**src/rtl/scmd_pkg.sv**
```systemverilog
package scmd_pkg;

    localparam int WORD_W          = 16;
    localparam int ADDR_W          = 4;
    localparam int LEVEL_W         = 3;
    localparam int NUM_REGS        = 2;
    localparam int BRIDGES_PER_REG = 2;
    localparam int NUM_BRIDGES     = NUM_REGS * BRIDGES_PER_REG;
    localparam int CFG_W           = LEVEL_W + 3;
    localparam int REG_W           = CFG_W * BRIDGES_PER_REG;
    localparam int CNT_W           = $clog2(WORD_W + 1);

    // Per-bridge configuration; packed order matches the bit layout.
    typedef struct packed {
        logic               decay;
        logic [LEVEL_W-1:0] level;
        logic               phase;
        logic               enable;
    } bridge_cfg_t;

    typedef struct packed {
        bridge_cfg_t hi;
        bridge_cfg_t lo;
    } motor_reg_t;

    typedef struct packed {
        logic [ADDR_W-1:0] addr;
        motor_reg_t        body;
    } cmd_word_t;

    function automatic logic addr_hits(input logic [ADDR_W-1:0] addr, input int idx);
        return addr == ADDR_W'(idx);
    endfunction

    function automatic logic addr_valid(input logic [ADDR_W-1:0] addr);
        return addr < ADDR_W'(NUM_REGS);
    endfunction

endpackage

```
**src/rtl/scmd_sync.sv**
```systemverilog
module scmd_sync #(
    parameter int WIDTH  = 4,
    parameter int STAGES = 2
) (
    input  logic             clk,
    input  logic             rst,
    input  logic [WIDTH-1:0] din,
    output logic [WIDTH-1:0] dout
);
    logic [WIDTH-1:0] stage [STAGES];

    always_ff @(posedge clk) begin
        if (rst) stage[0] <= '0;
        else     stage[0] <= din;
    end

    generate
        for (genvar s = 1; s < STAGES; s++) begin : g_stage
            always_ff @(posedge clk) begin
                if (rst) stage[s] <= '0;
                else     stage[s] <= stage[s-1];
            end
        end
    endgenerate

    assign dout = stage[STAGES-1];
endmodule

```
**src/rtl/scmd_shifter.sv**
```systemverilog
module scmd_shifter
    import scmd_pkg::*;
(
    input  logic      clk,
    input  logic      rst,
    input  logic      sel,
    input  logic      sclk,
    input  logic      sdata,
    input  logic      stb,
    output logic      commit,
    output cmd_word_t commit_word
);
    logic [WORD_W-1:0] win, win_nxt;
    logic [CNT_W-1:0]  cnt, cnt_nxt;
    logic              sclk_q, stb_q;
    logic              sclk_rise, stb_rise, last_bit;

    assign sclk_rise = sclk & ~sclk_q;
    assign stb_rise  = stb & ~stb_q;
    assign last_bit  = sel & sclk_rise & (cnt == CNT_W'(WORD_W - 1));

    always_comb begin
        win_nxt = win;
        cnt_nxt = cnt;
        if (!sel) begin
            cnt_nxt = '0;
        end else if (sclk_rise) begin
            win_nxt = {sdata, win[WORD_W-1:1]};
            if (cnt != CNT_W'(WORD_W)) cnt_nxt = cnt + 1'b1;
        end
    end

    assign commit      = stb_rise | (last_bit & stb);
    assign commit_word = cmd_word_t'(win_nxt);

    always_ff @(posedge clk) begin
        if (rst) begin
            win    <= '0;
            cnt    <= '0;
            sclk_q <= 1'b0;
            stb_q  <= 1'b0;
        end else begin
            win    <= win_nxt;
            cnt    <= cnt_nxt;
            sclk_q <= sclk;
            stb_q  <= stb;
        end
    end

    // a new bit enters at the top of the window
    a_r1_bit_enters_msb: assert property (@(posedge clk) disable iff (rst)
        (sel && sclk && !sclk_q) |=> (win[WORD_W-1] == $past(sdata)));
    // nothing shifts while deselected
    a_r2_hold_deselected: assert property (@(posedge clk) disable iff (rst)
        !sel |=> $stable(win));
    // count cleared by deselect, saturates at sixteen
    a_r11_count_cleared: assert property (@(posedge clk) disable iff (rst)
        !sel |=> (cnt == '0));
    a_r11_count_saturates: assert property (@(posedge clk) disable iff (rst)
        (sel && cnt == CNT_W'(WORD_W)) |=> (cnt == CNT_W'(WORD_W)));
endmodule

```
**src/rtl/scmd_regbank.sv**
```systemverilog
module scmd_regbank
    import scmd_pkg::*;
(
    input  logic                      clk,
    input  logic                      rst,
    input  logic                      commit,
    input  cmd_word_t                 word,
    output motor_reg_t [NUM_REGS-1:0] regs
);
    generate
        for (genvar r = 0; r < NUM_REGS; r++) begin : g_reg
            always_ff @(posedge clk) begin
                if (rst)                                regs[r] <= '0;
                else if (commit && addr_hits(word.addr, r)) regs[r] <= word.body;
            end
        end
    endgenerate

    // registers move only on a commit
    a_r7_write_only_on_commit: assert property (@(posedge clk) disable iff (rst)
        !commit |=> $stable(regs));
    // unmapped addresses are discarded
    a_r9_unmapped_dropped: assert property (@(posedge clk) disable iff (rst)
        (commit && !addr_valid(word.addr)) |=> $stable(regs));
    // reset clears every field
    a_r10_reset_clear: assert property (@(posedge clk)
        rst |=> (regs == '0));
endmodule

```
**src/rtl/motor_cmd_serial.sv**
```systemverilog
module motor_cmd_serial
    import scmd_pkg::*;
(
    input  logic                           clk,
    input  logic                           rst,
    input  logic                           ser_data,
    input  logic                           ser_clk,
    input  logic                           ser_sel,
    input  logic                           ser_stb,
    output logic [NUM_BRIDGES-1:0]         bridge_en,
    output logic [NUM_BRIDGES-1:0]         bridge_dir,
    output logic [NUM_BRIDGES*LEVEL_W-1:0] bridge_level,
    output logic [NUM_BRIDGES-1:0]         bridge_decay
);
    logic [3:0]                sync_q;
    logic                      commit;
    cmd_word_t                 commit_word;
    motor_reg_t [NUM_REGS-1:0] regs;

    scmd_sync #(.WIDTH(4), .STAGES(2)) u_sync (
        .clk  (clk),
        .rst  (rst),
        .din  ({ser_stb, ser_sel, ser_clk, ser_data}),
        .dout (sync_q)
    );

    scmd_shifter u_shift (
        .clk         (clk),
        .rst         (rst),
        .sel         (sync_q[2]),
        .sclk        (sync_q[1]),
        .sdata       (sync_q[0]),
        .stb         (sync_q[3]),
        .commit      (commit),
        .commit_word (commit_word)
    );

    scmd_regbank u_bank (
        .clk    (clk),
        .rst    (rst),
        .commit (commit),
        .word   (commit_word),
        .regs   (regs)
    );

    generate
        for (genvar b = 0; b < NUM_BRIDGES; b++) begin : g_bridge
            localparam int RIDX = b / BRIDGES_PER_REG;
            bridge_cfg_t cfg;
            if ((b % BRIDGES_PER_REG) == 0) begin : g_lo
                assign cfg = regs[RIDX].lo;
            end else begin : g_hi
                assign cfg = regs[RIDX].hi;
            end
            assign bridge_en[b]                      = cfg.enable;
            assign bridge_dir[b]                     = cfg.phase;
            assign bridge_level[b*LEVEL_W +: LEVEL_W] = cfg.level;
            assign bridge_decay[b]                   = cfg.decay;
        end
    endgenerate
endmodule

```
**config.mk**
```make
export PLATFORM = sky130hd
export DESIGN_NAME = motor_cmd_serial
export DESIGN_NICKNAME = d
export VERILOG_FILES = /design/src/rtl/scmd_pkg.sv /design/src/rtl/scmd_sync.sv /design/src/rtl/scmd_shifter.sv /design/src/rtl/scmd_regbank.sv /design/src/rtl/motor_cmd_serial.sv
export SDC_FILE = /design/constraint.sdc
export NUM_CORES = 1
export LEC_CHECK = 0
export BUFFER_PORTS_ARGS = -buffer_cell sky130_fd_sc_hd__buf_4
export CAP_MARGIN = 30
export CORE_AREA = 2 2 64 66
export DETAILED_ROUTE_END_ITERATION = 10
export DIE_AREA = 0 0 66 68
export HOLD_SLACK_MARGIN = 0.15
export PLACE_DENSITY = 0.78
export SYNTH_ARGS = -nofsm -noshare
export SYNTH_HDL_FRONTEND = slang
export SYNTH_SLANG_ARGS = --single-unit
```
**constraint.sdc**
```tcl
create_clock -name clk -period 7 [get_ports clk]
set_clock_uncertainty 0.15 [all_clocks]
set_input_delay 0.35 -clock clk [delete_from_list [all_inputs] [get_ports clk]]
set_output_delay 0.35 -clock clk [all_outputs]
set_load 0.02 [all_outputs]
```
* Word level (Yosys, flattened, before mapping) *
Memory sizes are Yosys's and may differ from the RTL's.
Cells that the tools add are included.

storage, ports and cells
  bits in registers = 47
  memories = 1
  logic and storage cells = 48
  RAM bits = 8

memories
  name          depth  bits a word  read ports  clocked after memory_dff  write ports  line             source
  u_sync.stage  2      4            2           0                         2            scmd_sync.sv:10  logic [WIDTH-1:0] stage [STAGES];

cells by class
  bitwise logic cells = 11
  equal/unequal tests = 3
  add/sub/neg operators = 1
  reduce and logical (&&, ||, !) cells = 5
  muxes and demuxes = 7

operator list
  cell                                                 number
  two-way mux 16 bit                                   2
  two-way mux 4 bit                                    2
  adder 5 x 1 -> 5 bit, second input constant          1
  AND 1 bit                                            5
  equality test 5 x 4 -> 1 bit, second input constant  1
  != test 5 bit, second input constant                 1
  equality test 4 x 1 -> 1 bit, second input constant  1
  logical NOT 4 bit                                    1
  two-way mux 1 bit                                    3
  NOT 1 bit                                            3
  bitwise OR 1 bit                                     3
  logical AND 1 bit                                    2
  AND reduction 2 bit                                  1
  OR reduction 2 bit                                   1

* Longest topological paths before layout *
  depth in word-level cells = 7
  mapped depth = 8

* Hierarchy *
From an unflattened synthesis, not the netlist that was laid out.

second synthesis, totals
  cell total of the unflattened synthesis = 200
  area, all modules = 2263.4 um2

by module, submodules not included
  module        times used  cells each  sequential area each (um2)  area each (um2)
  scmd_regbank  1           95          480.5                       1031.0
  scmd_shifter  1           89          460.4                       1022.2
  scmd_sync     1           16          160.2                       210.2

* Worst setup path before layout *
Ideal clock, no wire load.

  path type = register to register
  start point = register u_shift.cnt[0]
  end point = register u_bank.regs[0] (netlist name)
  setup slack = 4719 ps
  cell stages (with the launch flop) = 9
  required time = 6729 ps
  arrival time = 2010 ps
  clock period less this slack = 2281 ps
  cell sequence = dfxtp_1 -> ha_1 -> and3_1 -> ha_1 -> nand4b_2 -> a2111oi_4 -> nand4b_4 -> buf_6 -> mux2_4

between the ends
  cells in the longest elaborated chain, start to end = 5

ends and longest elaborated chain
  item                          line                source
  start, declared               scmd_shifter.sv:14  logic [CNT_W-1:0] cnt, cnt_nxt;
  start signal, assigned        scmd_shifter.sv:44  cnt <= cnt_nxt;
  equality test 5 x 4 -> 1 bit  scmd_shifter.sv:20  assign last_bit = sel & sclk_rise & (cnt == CNT_W'(WORD_W - 1));
  AND 1 bit                     scmd_shifter.sv:20
  AND 1 bit                     scmd_shifter.sv:33  assign commit = stb_rise | (last_bit & stb);
  bitwise OR 1 bit              scmd_shifter.sv:33
  logical AND 1 bit             scmd_regbank.sv:14  else if (commit && addr_hits(word.addr, r)) regs[r] <= word.body;

Every way passes these cells.
A chain may end at the register's enable or synchronous reset.

* Worst setup path in the final report *
  start point = register u_shift.cnt[0]
  end point = register u_bank.regs[1] (netlist name)

between the ends
  cells in the longest elaborated chain, start to end = 5

ends and longest elaborated chain
  item                          line
  equality test 5 x 4 -> 1 bit  scmd_shifter.sv:20
  AND 1 bit                     scmd_shifter.sv:20
  AND 1 bit                     scmd_shifter.sv:33
  bitwise OR 1 bit              scmd_shifter.sv:33
  logical AND 1 bit             scmd_regbank.sv:14

Every way passes these cells.

==> results.tsv <==
stage	metric	value	unit
timing	min Tclk post-route	2539	ps
cts	post-CTS sizing	0	
pwr	Pwr Total	0.5730	mW
cts	Clk pin slew, worst setup/hold paths	90	ps
worst_setup_path	worst stage delay on the critical path	460	ps
floorplan	Core Rows	23	
pwr	Psw	0.1082	mW
worst_setup_path	Buf/Inv on CP	0	
floorplan	Initial Utilization	0.5659	
cts	Clock Path Buffers	2	
detailed_routing	detailed-route wire length per cell	12.19	µm
worst_setup_path	CP Capture Type	flop	
pwr	pwr dens	222.0	nW/µm²
floorplan	core area	3856	µm²
logic_synthesis	Seq/Total Area, Yosys	0.5046	
finish	Layout area overhead	18.29	%
place	placed insts	273	
pwr	Internal Power	0.4648	mW
worst_setup_path	arrival time worst endpoint	2590	ps
timing	final setup fails	0	
cts	CTS root buf	clkbuf_8	
timing	RSZ-0062 raised after global routing	no	
worst_setup_path	slowest CP cell	a2111oi_4	
detailed_routing	post-route ant nets	0	
logic_synthesis	Post-Syn Area	2182	µm²
run	max_cap viols	0	
worst_setup_path	WP data required	7050	ps
timing	worst setup margin	4461	ps
cts	CTS H-tree depth	2	
pwr	leakage	1.095	nW
grt	grt ovf	0	
floorplan	Die Y	68	µm
detailed_routing	vias per inst	4.965	
floorplan	top-level I/O count	30	
pwr	Clk pwr share	0.421	
place	half-perimeter wire length after placement	2238	µm
detailed_routing	Starting DRT DRC Count	85	
detailed_routing	WL final	3475	µm
timing	Final Max Tran Viols	0	
detailed_routing	# DRC	0	
finish	Antenna Cells	0	
worst_hold_path	Hold WC Path Type	flop to flop	
grt	gr usage total	0.1708	
floorplan	Die Wd	66	µm
worst_setup_path	r2r worst-path depth	7	
floorplan	die area	4488	µm²
worst_setup_path	Setup crit start kind	flop	
finish	fill count	310	
timing	Final Hold Vio Count	0	
grt	first-pass GRT wire length	5664	µm
logic_synthesis	Mean Syn Cell Area	10.70	µm²
worst_setup_path	reg2reg start	u_shift.cnt[0]	
cts	Skew-Pair Late Insertion Delay	310	ps
logic_synthesis	Yosys reg bits	55	
pwr	Comb pwr share	0.027	
timing	final period utilization	0.3627	
worst_setup_path	cell depth of the worst setup path	7	
worst_setup_path	R2R Setup Slk	4460	ps
logic_synthesis	Synthesized Nets	213	
worst_setup_path	crit path to	u_bank.regs[1]	
cts	Num CTS Buffers	5	
grt	initial antenna violation count	0	
finish	Final Non-Filler Cells	285	
worst_setup_path	critical-path cell list	ha_1 -> and3_1 -> ha_1 -> nand4b_2 -> a2111oi_4 -> nand4b_4 -> mux2_1	
worst_setup_path	type of the worst setup path	flop to flop	
grt	largest net degree at the start of global routing	52	
run_status	outcome	completed	
logic_synthesis	post-synth cell types	30	
timing	TNS Setup	0	ps
finish	Nets	243	
timing	Peak Freq	393.8	MHz
timing	worst slew pin tran	896.9	ps
place	Post-Place Setup Slack	4472	ps
place	IO Port Bufs	29	
finish	most frequent cells in the layout	dfxtp_1 (55), nor2b_1 (33), nand2_1 (32), buf_4 (29), mux2_4 (20)	
logic_synthesis	Synth Instances	204	
finish	share of cells above drive strength 1	0.2681	
logic_synthesis	Yosys warnings	0	
pwr	sequential fraction of design power	0.552	
worst_setup_path	CP delay by family, top	simple AND/OR/NAND/NOR gates	
detailed_routing	via count	1415	
grt	via count of the first global-routing pass	1300	
timing	Slew headroom	0.4020	
worst_setup_path	Setup crit start	u_shift.cnt[0]	
place	GP Congestion	0.7547	
pwr	Max VDD drop	156.3	µV
detailed_routing	DR pass1 iterations	5	
worst_setup_path	FF-to-FF End	u_bank.regs[1]	
cts	# clock sinks	55	
worst_setup_path	Critical Path Most Common Cell	ha_1	
finish	leading cell type in the layout, fill and taps excluded	dfxtp_1	
cts	CTS tree	built	
pwr	sw frac	0.1888	
worst_setup_path	critical path peak fanout	12	
## per-stage QoR
step                instance area (µm²)  utilization  hold WS [ps]
floorplan                          2182            -         263.8
global placement                   2409       0.6246         266.4
detailed placement                 2409       0.6246         270.4
CTS                                2581       0.6694         291.2
global route                       2581       0.6694         306.7
finish                             2581       0.6694         290.4
## worst min path at each step
stage / start / end / slack [ps] / cells after the start
after floorplan: u_sync.stage[0][0] / u_sync.stage[1][0] / 260 / 1
after global placement: u_sync.stage[0][2] / u_sync.stage[1][2] / 270 / 1
after detailed placement: u_sync.stage[0][0] / u_sync.stage[1][0] / 270 / 1
after CTS: u_sync.stage[0][0] / u_sync.stage[1][0] / 290 / 1
after global routing: u_sync.stage[0][1] / u_sync.stage[1][1] / 310 / 1
final: u_sync.stage[0][2] / u_sync.stage[1][2] / 290 / 1
## metal layers
| layer | global-route usage | share of wire |
|---|---|---|
| met1 | 0.2097 | 0.49 |
| met2 | 0.2715 | 0.45 |
| met3 | 0.05592 | 0.041 |
| met4 | 0.08418 | 0.021 |
| met5 | 0 | 0 |
## final cells by class
type	instances	area, µm²	share of cell area
flip-flops and latches	55	1101	0.4266
multi-input cells	135	1012	0.3921
well taps	50	62.56	0.02424
repair buffers	33	257.7	0.09985
clock buffers	6	72.57	0.02811
inverters	4	15.01	0.005817
clock inverters	2	60.06	0.02327
## cell usage after synthesis
| library cell | number | area share |
|---|---|---|
| and2_1 | 1 | 0.0029 |
| buf_6 | 2 | 0.010 |
| a21oi_1 | 18 | 0.041 |
| nand4_1 | 1 | 0.0029 |
| ha_1 | 3 | 0.017 |
| mux2_1 | 2 | 0.010 |
| and2b_1 | 1 | 0.0034 |
| nand4b_4 | 1 | 0.011 |
| xnor2_1 | 1 | 0.0040 |
| and3_1 | 1 | 0.0029 |
| buf_2 | 1 | 0.0023 |
| o21ai_2 | 1 | 0.0040 |
| xor2_1 | 2 | 0.0080 |
| nand2_1 | 32 | 0.055 |
| nor2_1 | 6 | 0.010 |
| and3b_2 | 1 | 0.0046 |
| nand3_1 | 1 | 0.0023 |
| a2111oi_4 | 1 | 0.013 |
| nand3b_1 | 1 | 0.0034 |
| nand4b_2 | 1 | 0.0069 |
| nor3b_1 | 2 | 0.0069 |
| nor2b_1 | 33 | 0.095 |
| inv_1 | 4 | 0.0069 |
| mux2_2 | 2 | 0.010 |
| nand4bb_1 | 1 | 0.0052 |
| clkbuf_1 | 7 | 0.012 |
| a211oi_1 | 1 | 0.0034 |
| nand2b_1 | 1 | 0.0029 |
| mux2_4 | 20 | 0.14 |
| dfxtp_1 | 55 | 0.50 |
## power groups by stage
stage | Sequential, mW | Combinational (mW) | Clock, mW
floorplan | 0.323 | 0.0105 | 0
global placement | 0.324 | 0.0137 | 0
detailed placement | 0.324 | 0.0137 | 0
CTS | 0.316 | 0.0155 | 0.247
global route | 0.317 | 0.0168 | 0.258
finish | 0.316 | 0.0154 | 0.241
## cells by family (layout without fill, tap and decap cells)
logic type / after synthesis / count (layout) / synth area share
and+or+nand+nor: 84 / 84 / 0.2150
buffers and inverters: 14 / 45 / 0.03153
xor gates and xnor gates: 3 / 3 / 0.01204
DFF: 55 / 55 / 0.5046
adders and majority gates: 3 / 3 / 0.01720
AOI/OAI and AO/OA: 21 / 21 / 0.06136
muxes: 24 / 24 / 0.1583
## what timing repair did
item,4_1_cts,5_1_grt
hold buffers,4,0
hold endpoints to repair,4,0
setup buffers,0,0
## flip-flops by register name (all words and copies together) (netlist names)
register        count
u_sync.stage        8
u_shift.sclk_q      1
u_bank.regs        24
u_shift.win        16
u_shift.cnt         5
u_shift.stb_q       1
No activity file was read; power rests on OpenSTA's default activity.
